==> src/rtl/cook_pkg.sv <==
package cook_pkg;

  // Width that holds the sum of SPB squared signed samples without wrap.
  function automatic int energy_bits(int sample_w, int spb);
    return 2 * sample_w + $clog2(spb + 1);
  endfunction

  // Per-cycle timing marks shared by transmitter and receiver.
  typedef struct packed {
    logic accept;    // last cycle of a period: new bit taken
    logic boundary;  // first cycle of a period: previous bit decided
  } cook_tick_t;

endpackage

==> src/rtl/cook_bit_timer.sv <==
module cook_bit_timer
  import cook_pkg::*;
#(
  parameter int SPB = 10,
  localparam int CNT_W = (SPB > 2) ? $clog2(SPB) : 1
) (
  input  logic       clk,
  input  logic       rst,
  output cook_tick_t tick
);

  logic [CNT_W-1:0] phase_q;
  logic             accept_q;
  logic             boundary_q;

  always_ff @(posedge clk) begin
    if (rst) begin
      phase_q    <= '0;
      accept_q   <= 1'b0;
      boundary_q <= 1'b0;
    end else begin
      if (phase_q == CNT_W'(SPB - 1)) phase_q <= '0;
      else                            phase_q <= phase_q + 1'b1;
      // the accept mark is registered one cycle ahead of the wrap
      accept_q   <= (phase_q == CNT_W'(SPB - 2));
      boundary_q <= accept_q;
    end
  end

  assign tick.accept   = accept_q;
  assign tick.boundary = boundary_q;

endmodule

==> src/rtl/cook_gate_tx.sv <==
module cook_gate_tx #(
  parameter int SAMPLE_W = 16
) (
  input  logic                       clk,
  input  logic                       rst,
  input  logic                       accept,
  input  logic                       bit_valid,
  input  logic                       bit_data,
  input  logic signed [SAMPLE_W-1:0] carrier,
  output logic signed [SAMPLE_W-1:0] chan_out,
  output logic                       tx_on
);

  always_ff @(posedge clk) begin
    if (rst) begin
      tx_on    <= 1'b0;
      chan_out <= '0;
    end else begin
      if (accept) tx_on <= bit_valid & bit_data;
      chan_out <= tx_on ? carrier : '0;
    end
  end

endmodule

==> src/rtl/cook_energy_rx.sv <==
module cook_energy_rx #(
  parameter int SAMPLE_W = 16,
  parameter int ENERGY_W = 36
) (
  input  logic                       clk,
  input  logic                       rst,
  input  logic                       boundary,
  input  logic signed [SAMPLE_W-1:0] chan_in,
  input  logic [ENERGY_W-1:0]        thresh,
  output logic [ENERGY_W-1:0]        acc,
  output logic                       rx_bit,
  output logic                       rx_valid
);

  localparam int SQ_W = 2 * SAMPLE_W;
  localparam int PAD  = ENERGY_W - SQ_W;

  logic signed [SQ_W-1:0]   sq_s;
  logic [ENERGY_W-1:0]      sq_u;
  logic [ENERGY_W-1:0]      sum;
  logic                     live_q;

  assign sq_s = chan_in * chan_in;
  generate
    if (PAD > 0) begin : g_pad
      assign sq_u = {{PAD{1'b0}}, sq_s};
    end else begin : g_nopad
      assign sq_u = sq_s;
    end
  endgenerate
  assign sum = acc + sq_u;

  always_ff @(posedge clk) begin
    if (rst) begin
      acc      <= '0;
      live_q   <= 1'b0;
      rx_bit   <= 1'b0;
      rx_valid <= 1'b0;
    end else begin
      rx_valid <= 1'b0;
      if (boundary) begin
        acc    <= '0;
        live_q <= 1'b1;
        // the first boundary closes a window that held no accepted bit
        if (live_q) begin
          rx_bit   <= (sum > thresh);
          rx_valid <= 1'b1;
        end
      end else begin
        acc <= sum;
      end
    end
  end

endmodule

==> src/rtl/cook_modem.sv <==
module cook_modem
  import cook_pkg::*;
#(
  parameter int SAMPLE_W = 16,
  parameter int SPB      = 10,
  localparam int ENERGY_W = energy_bits(SAMPLE_W, SPB)
) (
  input  logic                       clk,
  input  logic                       rst,
  input  logic                       bit_data,
  input  logic                       bit_valid,
  output logic                       bit_ready,
  input  logic signed [SAMPLE_W-1:0] carrier,
  input  logic [ENERGY_W-1:0]        thresh,
  output logic signed [SAMPLE_W-1:0] chan_out,
  input  logic signed [SAMPLE_W-1:0] chan_in,
  output logic                       rx_bit,
  output logic                       rx_valid
);

  cook_tick_t          tick;
  logic                tx_on;
  logic [ENERGY_W-1:0] rx_acc;

  cook_bit_timer #(.SPB(SPB)) u_timer (
    .clk  (clk),
    .rst  (rst),
    .tick (tick)
  );

  cook_gate_tx #(.SAMPLE_W(SAMPLE_W)) u_tx (
    .clk       (clk),
    .rst       (rst),
    .accept    (tick.accept),
    .bit_valid (bit_valid),
    .bit_data  (bit_data),
    .carrier   (carrier),
    .chan_out  (chan_out),
    .tx_on     (tx_on)
  );

  cook_energy_rx #(.SAMPLE_W(SAMPLE_W), .ENERGY_W(ENERGY_W)) u_rx (
    .clk      (clk),
    .rst      (rst),
    .boundary (tick.boundary),
    .chan_in  (chan_in),
    .thresh   (thresh),
    .acc      (rx_acc),
    .rx_bit   (rx_bit),
    .rx_valid (rx_valid)
  );

  assign bit_ready = tick.accept;

endmodule

==> config.mk <==
export PLATFORM = sky130hd
export DESIGN_NAME = cook_modem
export DESIGN_NICKNAME = d
export VERILOG_FILES = /design/src/rtl/cook_pkg.sv /design/src/rtl/cook_bit_timer.sv /design/src/rtl/cook_gate_tx.sv /design/src/rtl/cook_energy_rx.sv /design/src/rtl/cook_modem.sv
export SDC_FILE = /design/constraint.sdc
export NUM_CORES = 1
export LEC_CHECK = 0
export ABC_AREA = 1
export BUFFER_PORTS_ARGS = -buffer_cell sky130_fd_sc_hd__buf_4
export CAP_MARGIN = 20
export CORE_MARGIN = 10
export CORE_UTILIZATION = 25
export CTS_CLUSTER_DIAMETER = 40
export DETAILED_ROUTE_END_ITERATION = 6
export GPL_TIMING_DRIVEN = 0
export SYNTH_ARGS = -nofsm -noshare
export SYNTH_HDL_FRONTEND = slang
export SYNTH_SLANG_ARGS = --single-unit
export TNS_END_PERCENT = 30
==> constraint.sdc <==
create_clock -name clk -period 11.6 [get_ports clk]
set_clock_uncertainty 0.05 [all_clocks]
set_input_delay 1.16 -clock clk [delete_from_list [all_inputs] [get_ports clk]]
set_output_delay 1.16 -clock clk [all_outputs]
set_load 0.02 [all_outputs]
==> run metrics, run 1 <==
CP Data Required Time=11.82 ns; Total Routed Length=39200 um; n_diodes=0; cell area after synthesis=15100 sq um; fin crit period=9.90 ns; GRT Total Usage=11.6%; max_cap viols=0; port bufs=83; CP endpoint kind=flip-flop; WL met2=17800 um; Routability Congestion=0.920; reg2reg path depth=20; CTS Root Cell=clkbuf_16; Crit Path Max Fanout=10; post-route ant nets=0; M1 wire length=18400 um; Row Count=90; Hold Buf Count CTS=0; Core Footprint=60100 sq um; syn avg cell area=7.16 sq um; Post-CTS Setup Bufs=0; post-synthesis register bit count=62; vias per inst=4.12; Achievable Freq=0.101 GHz; Worst path most repeated cell=nand2_1; Nets=2675; Die Ht=266 um; highest-delay cell along the critical path=clkbuf_1; startpoint types=input port; DR top layer=met4; part of the Yosys area used for sequential elements=8.21%; TNS Setup=0 ns; Longest Clk Path Bufs=2; io pins=91; pin count of the biggest net entering global routing=13; Fin. Hold Viols=0; Avg WL per Cell=13.1 um; final period utilization=85.4%; leading area contributor after synthesis=fa_1; CTS tree=yes; HP Class=reg -> reg; vias in the first global route=12900; initial antenna violation count=0; Post-Synthesis Net Count=2581; Synth area leaders=fa_1, inv_1, ha_1; die width=266 um; Worst-path clk slew=0.06 ns; WP data arrival=10.13 ns; grt total ovfl=0; CP peak stage delay=0.62 ns; Syn-to-layout area delta=12.7%; CTS resizes=0; final core occ=28.3%; initial DRC count=628; # setup viols final=0; TritonRoute pass-1 iters=5; drc violations=0; DR WL met3=2350 um; Worst-Margin Slew=0.762 ns; Max H-tree Level=3; Yosys top cell area share=31.3%; layout cells sized above 1=7.01%; hold depth=2; Worst-Skew Late Latency=0.34 ns; status=completed; TritonCTS Buffers=9; Setup CP Type=in -> reg; hpwl dp=35200 um; RSZ-0062 raised after global routing=no; number of clock sinks=62; synthesized netlist cell count=2111; Cell variety after synth=36; Yosys warnings=0; die area=70700 sq um; global-route wire length before repair=66100 um; Max transition margin=49.2%; Initial Utilization=25.1%; Slew Limit Fails=0; vias=12300
[cells in the final DEF (no fill, tap or decap), drive strengths merged]
master / count
a211oi: 1
a21boi: 3
a21o: 9
a21oi: 80
a31o: 2
a31oi: 3
buf: 85
bufinv: 2
clkbuf: 44
clkinv: 4
clkinvlp: 1
dfxtp: 62
fa: 236
ha: 162
inv: 636
nand2: 489
nand3: 57
nand3b: 8
nand4: 20
nor2: 172
nor3: 23
o211ai: 1
o21a: 2
o21ai: 31
o21bai: 14
o31ai: 1
or2: 4
xnor2: 19
xor2: 39
[metrics by stage]
step | instance area (sq um) | hold slack, ns | setup slack, ns | cells
after CTS | 17000 | 0.417 | 1.60 | 2992
after floorplan | 15100 | 0.390 | 3.14 | 2111
after detailed placement | 16700 | 0.406 | 1.31 | 2976
after global routing | 17000 | 0.432 | 1.06 | 2992
after global placement | 16700 | 0.400 | 1.31 | 2976
final | 17000 | 0.414 | 1.70 | 2992
[layer usage]
metal | global-route usage [%] | up-vias
met2 | 19.0 | 306
met3 | 2.38 | 46
met5 | 0 | -
li1 | - | 6334
met4 | 2.70 | 0
met1 | 15.4 | 5651
[layout make-up]
cell class,count,area [sq um]
Fill cell,6739,43100
Multi-Input combinational cell,1376,11300
Inverter,636,2390
Sequential cell,62,1240
Tap cell,782,978
Timing Repair Buffer,83,623
Clock buffer,9,225
Buffer,37,139
Clock inverter,7,98.8
[flip-flops by register name (all words and copies together) (netlist names)]
signal and flops:
u_timer.boundary_q 1, u_rx.rx_bit 1, u_rx.live_q 1, u_rx.rx_valid 1, u_tx.chan_out 16, u_tx.tx_on 1
u_timer.accept_q 1, u_rx.acc 36, u_timer.phase_q 4
[path summary, 6_finish.rpt]
path / startpoint / endpoint / slack (ns)
worst max-delay path: chan_in[9] / u_rx.rx_bit$_SDFFE_PP0P_ / 1.70
worst max register to register: u_rx.acc[6]$_SDFF_PP0_ / u_rx.rx_bit$_SDFFE_PP0P_ / 8.16
worst min register to register: u_timer.accept_q$_SDFF_PP0_ / u_timer.boundary_q$_SDFF_PP0_ / 0.41
worst min-delay path: u_timer.accept_q$_SDFF_PP0_ / u_timer.boundary_q$_SDFF_PP0_ / 0.41
[Yosys cell counts]
cell type / number
a211oi_1: 1
a21boi_0: 3
a21o_1: 9
a21oi_1: 74
a21oi_2: 6
a31o_2: 2
a31oi_1: 3
buf_1: 2
clkbuf_1: 35
dfxtp_1: 62
fa_1: 236
ha_1: 162
inv_1: 632
inv_2: 4
nand2_1: 470
nand2_2: 18
nand2_4: 1
nand3_1: 52
nand3_2: 5
nand3b_1: 8
nand4_1: 20
nor2_1: 162
nor2_2: 10
nor3_1: 16
nor3_2: 5
nor3_4: 2
o211ai_1: 1
o21a_1: 2
o21ai_0: 28
o21ai_1: 3
o21bai_1: 14
o31ai_1: 1
or2_1: 1
or2_2: 3
xnor2_1: 19
xor2_1: 39
[cells by family after synthesis]
logic type,count (synthesis),share of synthesized area (%)
simple gates,773,21.4
buf+inv,673,16.7
fa+ha+maj,398,44.7
compound gates,147,5.60
flops,62,8.21
xor+xnor,58,3.36
[critical path: cells and delay by family]
family	cells	cell delay (ns)
adders and majority gates	9	4.00
buffers and inverters	10	1.58
xor gates and xnor gates	2	0.57
and+or+nand+nor	18	2.38
AOI/OAI and AO/OA	2	0.40
Power of run 1 is left out: the tool's default activity adds up to more than one toggle a clock period on the data nets, which glitch-free logic cannot reach.
==> inputs of run 2 (changes only) <==
==> constraint.sdc (replaced) <==
create_clock -name clk -period 11.6 [get_ports clk]
set_clock_uncertainty 0.05 [all_clocks]
set_input_delay 2.32 -clock clk [delete_from_list [all_inputs] [get_ports clk]]
set_output_delay 2.32 -clock clk [all_outputs]
set_load 0.02 [all_outputs]
==> run metrics, run 2 (synthesis gave the netlist of run 1 again) <==
CTS tree=yes; layout cells sized above 1=7.06% (+0.045 points); most frequent cells in the layout=inv_1, nand2_1, fa_1; # setup viols final=0 (unchanged); Worst-Margin Slew=0.759 ns (-0.00299 ns); Routability Congestion=0.920 (unchanged); Max transition margin=49.4% (+0.20 points); Fin. Hold Viols=0 (unchanged); Syn-to-layout area delta=12.7% (about the same); number of clock sinks=62 (unchanged); family with the most delay on the worst path=adder cells; Hold Buf Count CTS=0 (unchanged); global-route wire length before repair=66100 um (unchanged); WP data arrival=11.23 ns (+1.10 ns); Core Footprint=60100 sq um (unchanged); Total Routed Length=39300 um (+0.12%); HP Class=reg -> reg; CP peak stage delay=0.64 ns (+0.02 ns); Worst-Skew Late Latency=0.34 ns (about the same); Initial Utilization=25.1% (unchanged); Post-CTS Setup Bufs=0 (unchanged); fin crit period=11.01 ns (+1.11 ns); grt total ovfl=0 (unchanged); final period utilization=94.9% (+9.5 points); highest-delay cell along the critical path=clkbuf_1; Die Ht=266 um (unchanged); vias in the first global route=12900 (unchanged); RSZ-0062 raised after global routing=no; top flop regs=u_rx.acc x36, u_tx.chan_out x16, u_timer.phase_q x4; CTS Root Cell=clkbuf_16; io pins=91 (unchanged); worst hold margin=0.414 ns (unchanged); reg2reg start=u_rx.acc[6]$_SDFF_PP0_; TNS Setup=0 ns (unchanged); Critical Path Source=chan_in[6]; Row Count=90 (unchanged); Worst-path clk slew=0.06 ns (about the same); Worst path most repeated cell=fa_1; die width=266 um (unchanged); max reg flops=36 (unchanged); CP Data Required Time=11.82 ns (about the same); post-route ant nets=0 (unchanged); GRT Total Usage=11.6% (unchanged); most common cell after layout, fill and taps aside=inv_1; hold_sp=u_timer.accept_q$_SDFF_PP0_; CTS resizes=0 (unchanged); vias=12400 (+0.15%); # fillers=6742 (+0.045%); CP Buf/Inv Count=8 (-2); TritonCTS Buffers=9 (unchanged); Achievable Freq=0.0908 GHz (-10%); pin count of the biggest net entering global routing=13 (unchanged); Nets=2675 (unchanged); Longest Clk Path Bufs=2 (unchanged); die area=70700 sq um (unchanged); status=completed; Setup CP Type=in -> reg; max_cap viols=0 (unchanged); Slew Limit Fails=0 (unchanged); initial DRC count=613 (-2.4%); Max H-tree Level=3 (unchanged); vias per inst=4.13 (+0.15%); Avg WL per Cell=13.1 um (+0.12%); port bufs=83 (unchanged); hpwl dp=35200 um (unchanged); Largest Register=u_rx.acc; drc violations=0 (unchanged); initial antenna violation count=0 (unchanged); CP endpoint kind=flip-flop; TritonRoute pass-1 iters=6 (+1); startpoint types=input port; n_diodes=0 (unchanged); Crit Path Max Fanout=10 (unchanged)
-- run 2: tightest hold or removal path: stages (launching register included) --
cell,delay [ns]
dfxtp_1,0.32
inv_1,0.05
nor2_1,0.04
-- run 2: final cells by class --
class,instances,area [sq um],area share [%]
Buffer,37,140,0.822
Clock buffer,9,225,1.32
Clock inverter,7,98.8,0.580
Inverter,636,2390,14.0
Multi-Input combinational cell,1376,11300,66.6
Sequential cell,62,1240,7.28
Tap cell,782,978,5.74
Timing Repair Buffer,83,623,3.66
-- run 2: through the flow --
stage	instances	utilization, %	worst slack [ns]	instance area, sq um
2_1_floorplan	2111	-	1.98	15100
3_3_place_gp	2976	27.8	0.153	16700
3_5_place_dp	2976	27.8	0.151	16700
4_1_cts	2992	28.3	0.436	17000
5_1_grt	2992	28.3	0.0103	17000
6_report	2992	28.3	0.592	17000
-- run 2: final timing paths --
| kind | to | slack, ns | cells past startpoint |
|---|---|---|---|
| worst min register to register | u_timer.boundary_q$_SDFF_PP0_ | 0.41 | 2 |
| worst min-delay path | u_timer.boundary_q$_SDFF_PP0_ | 0.41 | 2 |
| worst max register to register | u_rx.rx_bit$_SDFFE_PP0P_ | 8.17 | 20 |
| worst max-delay path | u_rx.rx_bit$_SDFFE_PP0P_ | 0.59 | 37 |
-- run 2: routing by layer --
layer / track usage [%] / routed length (um) / up-vias
met1: 15.4 / 18400 / 5665
met5: 0 / 0 / -
met4: 2.70 / 787 / 0
met2: 19.0 / 17800 / 303
li1: - / - / 6338
met3: 2.38 / 2310 / 50
Power of run 2 is left out for the same reason.
==> inputs of run 3 (changes only) <==
Settings changed: CORE_ASPECT_RATIO from default to 1.5.
==> run metrics, run 3 (synthesis gave the netlist of run 1 again) <==
status=completed; Slew Limit Fails=0 (unchanged); final period utilization=96.0% (+1.1 points); number of clock sinks=62 (unchanged); Avg WL per Cell=14.0 um (+6.9%); setup slack, reg-to-reg=8.14 ns (-0.03 ns); CP Data Required Time=11.81 ns (about the same); Longest Clk Path Bufs=2 (unchanged); CTS tree=yes; RSZ-0062 raised after global routing=no; vias per inst=4.24 (+2.7%); CTS Root Cell=clkbuf_16; WP data arrival=11.36 ns (+0.13 ns); die area=70900 sq um (+0.29%); CP Buf/Inv Count=9 (+1); Nets=2675 (unchanged); Worst-Margin Slew=0.742 ns (-0.0166 ns); Max transition margin=50.5% (+1.1 points); io pins=91 (unchanged); die width=221 um (-17%); CP endpoint kind=flip-flop; fin crit period=11.14 ns (+0.133 ns); Total Routed Length=42000 um (+7.0%); vias=12700 (+2.7%); Syn-to-layout area delta=12.9%; reg2reg start=u_rx.acc[0]$_SDFF_PP0_; Post-CTS Setup Bufs=0 (unchanged); most frequent cells in the layout=inv_1, nand2_1, fa_1; TritonRoute pass-1 iters=4 (-2); top flop regs=u_rx.acc x36, u_tx.chan_out x16, u_timer.phase_q x4; Initial Utilization=25.2% (+0.052 points); Critical Path Source=chan_in[14]; post-route ant nets=0 (unchanged); Setup CP Type=in -> reg; startpoint types=input port; Worst-Skew Late Latency=0.34 ns (about the same); most common cell after layout, fill and taps aside=inv_1; hpwl dp=38000 um (+7.8%); initial DRC count=467 (-24%); Worst-path clk slew=0.05 ns (about the same); Row Count=110 (+22%); # setup viols final=0 (unchanged); highest-delay cell along the critical path=buf_1; Routability Congestion=0.903 (-1.9%); # fillers=6714 (-0.42%); Die Ht=321 um (+21%); cell depth of the worst setup path=38 (+2.7%); vias in the first global route=14000 (+8.2%); port bufs=83 (unchanged); n_diodes=0 (unchanged); Max H-tree Level=3 (unchanged); reg2reg path depth=21 (+5.0%); CP peak stage delay=0.60 ns (-0.04 ns); layout cells sized above 1=7.29% (+0.23 points); grt total ovfl=0 (unchanged); Crit Path Max Fanout=10 (unchanged); global-route wire length before repair=69000 um (+4.4%); drc violations=0 (unchanged); Core Footprint=60000 sq um (-0.21%); HP Class=reg -> reg; Achievable Freq=0.0898 GHz (-1.2%); TNS Setup=0 ns (unchanged); Fin. Hold Viols=0 (unchanged); max reg flops=36 (unchanged); GRT Total Usage=12.3% (+0.71 points); pin count of the biggest net entering global routing=11 (-2); family with the most delay on the worst path=adder cells; max_cap viols=0 (unchanged); r2r endpoint=u_rx.rx_bit$_SDFFE_PP0P_; Worst Setup EP=u_rx.rx_bit$_SDFFE_PP0P_; Largest Register=u_rx.acc; initial antenna violation count=0 (unchanged); TritonCTS Buffers=9 (unchanged)
## run 3: worst register-to-register path: cells and delay by family (launching register included)
kind | cells | cell delay [ns]
flops | 1 | 0.31
fa+ha+maj | 3 | 0.85
xor+xnor | 1 | 0.17
compound gates | 1 | 0.12
buf+inv | 1 | 0.06
simple gates | 15 | 1.82
## run 3: through the flow
stage	cells	area (sq um)	util (%)	worst slack, ns	hold WS, ns
after global routing	2994	17100	28.4	0.00157	0.451
after detailed placement	2978	16700	27.9	0.0261	0.395
after floorplan	2111	15100	-	1.98	0.390
after global placement	2978	16700	27.9	0.0494	0.400
final	2994	17100	28.4	0.459	0.406
after CTS	2994	17100	28.4	0.345	0.410
## run 3: layout make-up
type	instances	area [sq um]	area share, %
Clock inverter	3	65.1	0.381
Clock buffer	13	270	1.58
Multi-Input combinational cell	1376	11300	66.5
Buffer	37	148	0.865
Timing Repair Buffer	83	623	3.65
Sequential cell	62	1240	7.27
Inverter	636	2390	14.0
Tap cell	784	981	5.75
## run 3: metal layers
layer	GRT usage, %	up-vias	share of wire [%]
li1	-	6329	-
met1	12.6	5970	37
met2	23.5	277	54
met3	1.31	117	3.3
met4	7.04	0	5.8
met5	0	-	0
## run 3: repair_timing
item,CTS,global route
hold buffers,0,0
hold endpoints to repair,0,0
endpoints found under the setup margin,0,1
resized for setup,0,13
## run 3: how the worst min path moves through the flow
stage	start	endpoint	slack, ns	depth (start not counted)
3_5_place_dp	u_timer.accept_q$_SDFF_PP0_	u_timer.boundary_q$_SDFF_PP0_	0.39	2
2_1_floorplan	u_rx.live_q$_SDFFE_PP0P_	u_rx.live_q$_SDFFE_PP0P_	0.39	2
3_3_place_gp	u_rx.live_q$_SDFFE_PP0P_	u_rx.live_q$_SDFFE_PP0P_	0.40	2
6_report	u_timer.accept_q$_SDFF_PP0_	u_timer.boundary_q$_SDFF_PP0_	0.41	2
5_1_grt	u_timer.accept_q$_SDFF_PP0_	u_timer.boundary_q$_SDFF_PP0_	0.45	2
4_1_cts	u_timer.accept_q$_SDFF_PP0_	u_timer.boundary_q$_SDFF_PP0_	0.41	2
Power of run 3 is left out for the same reason.
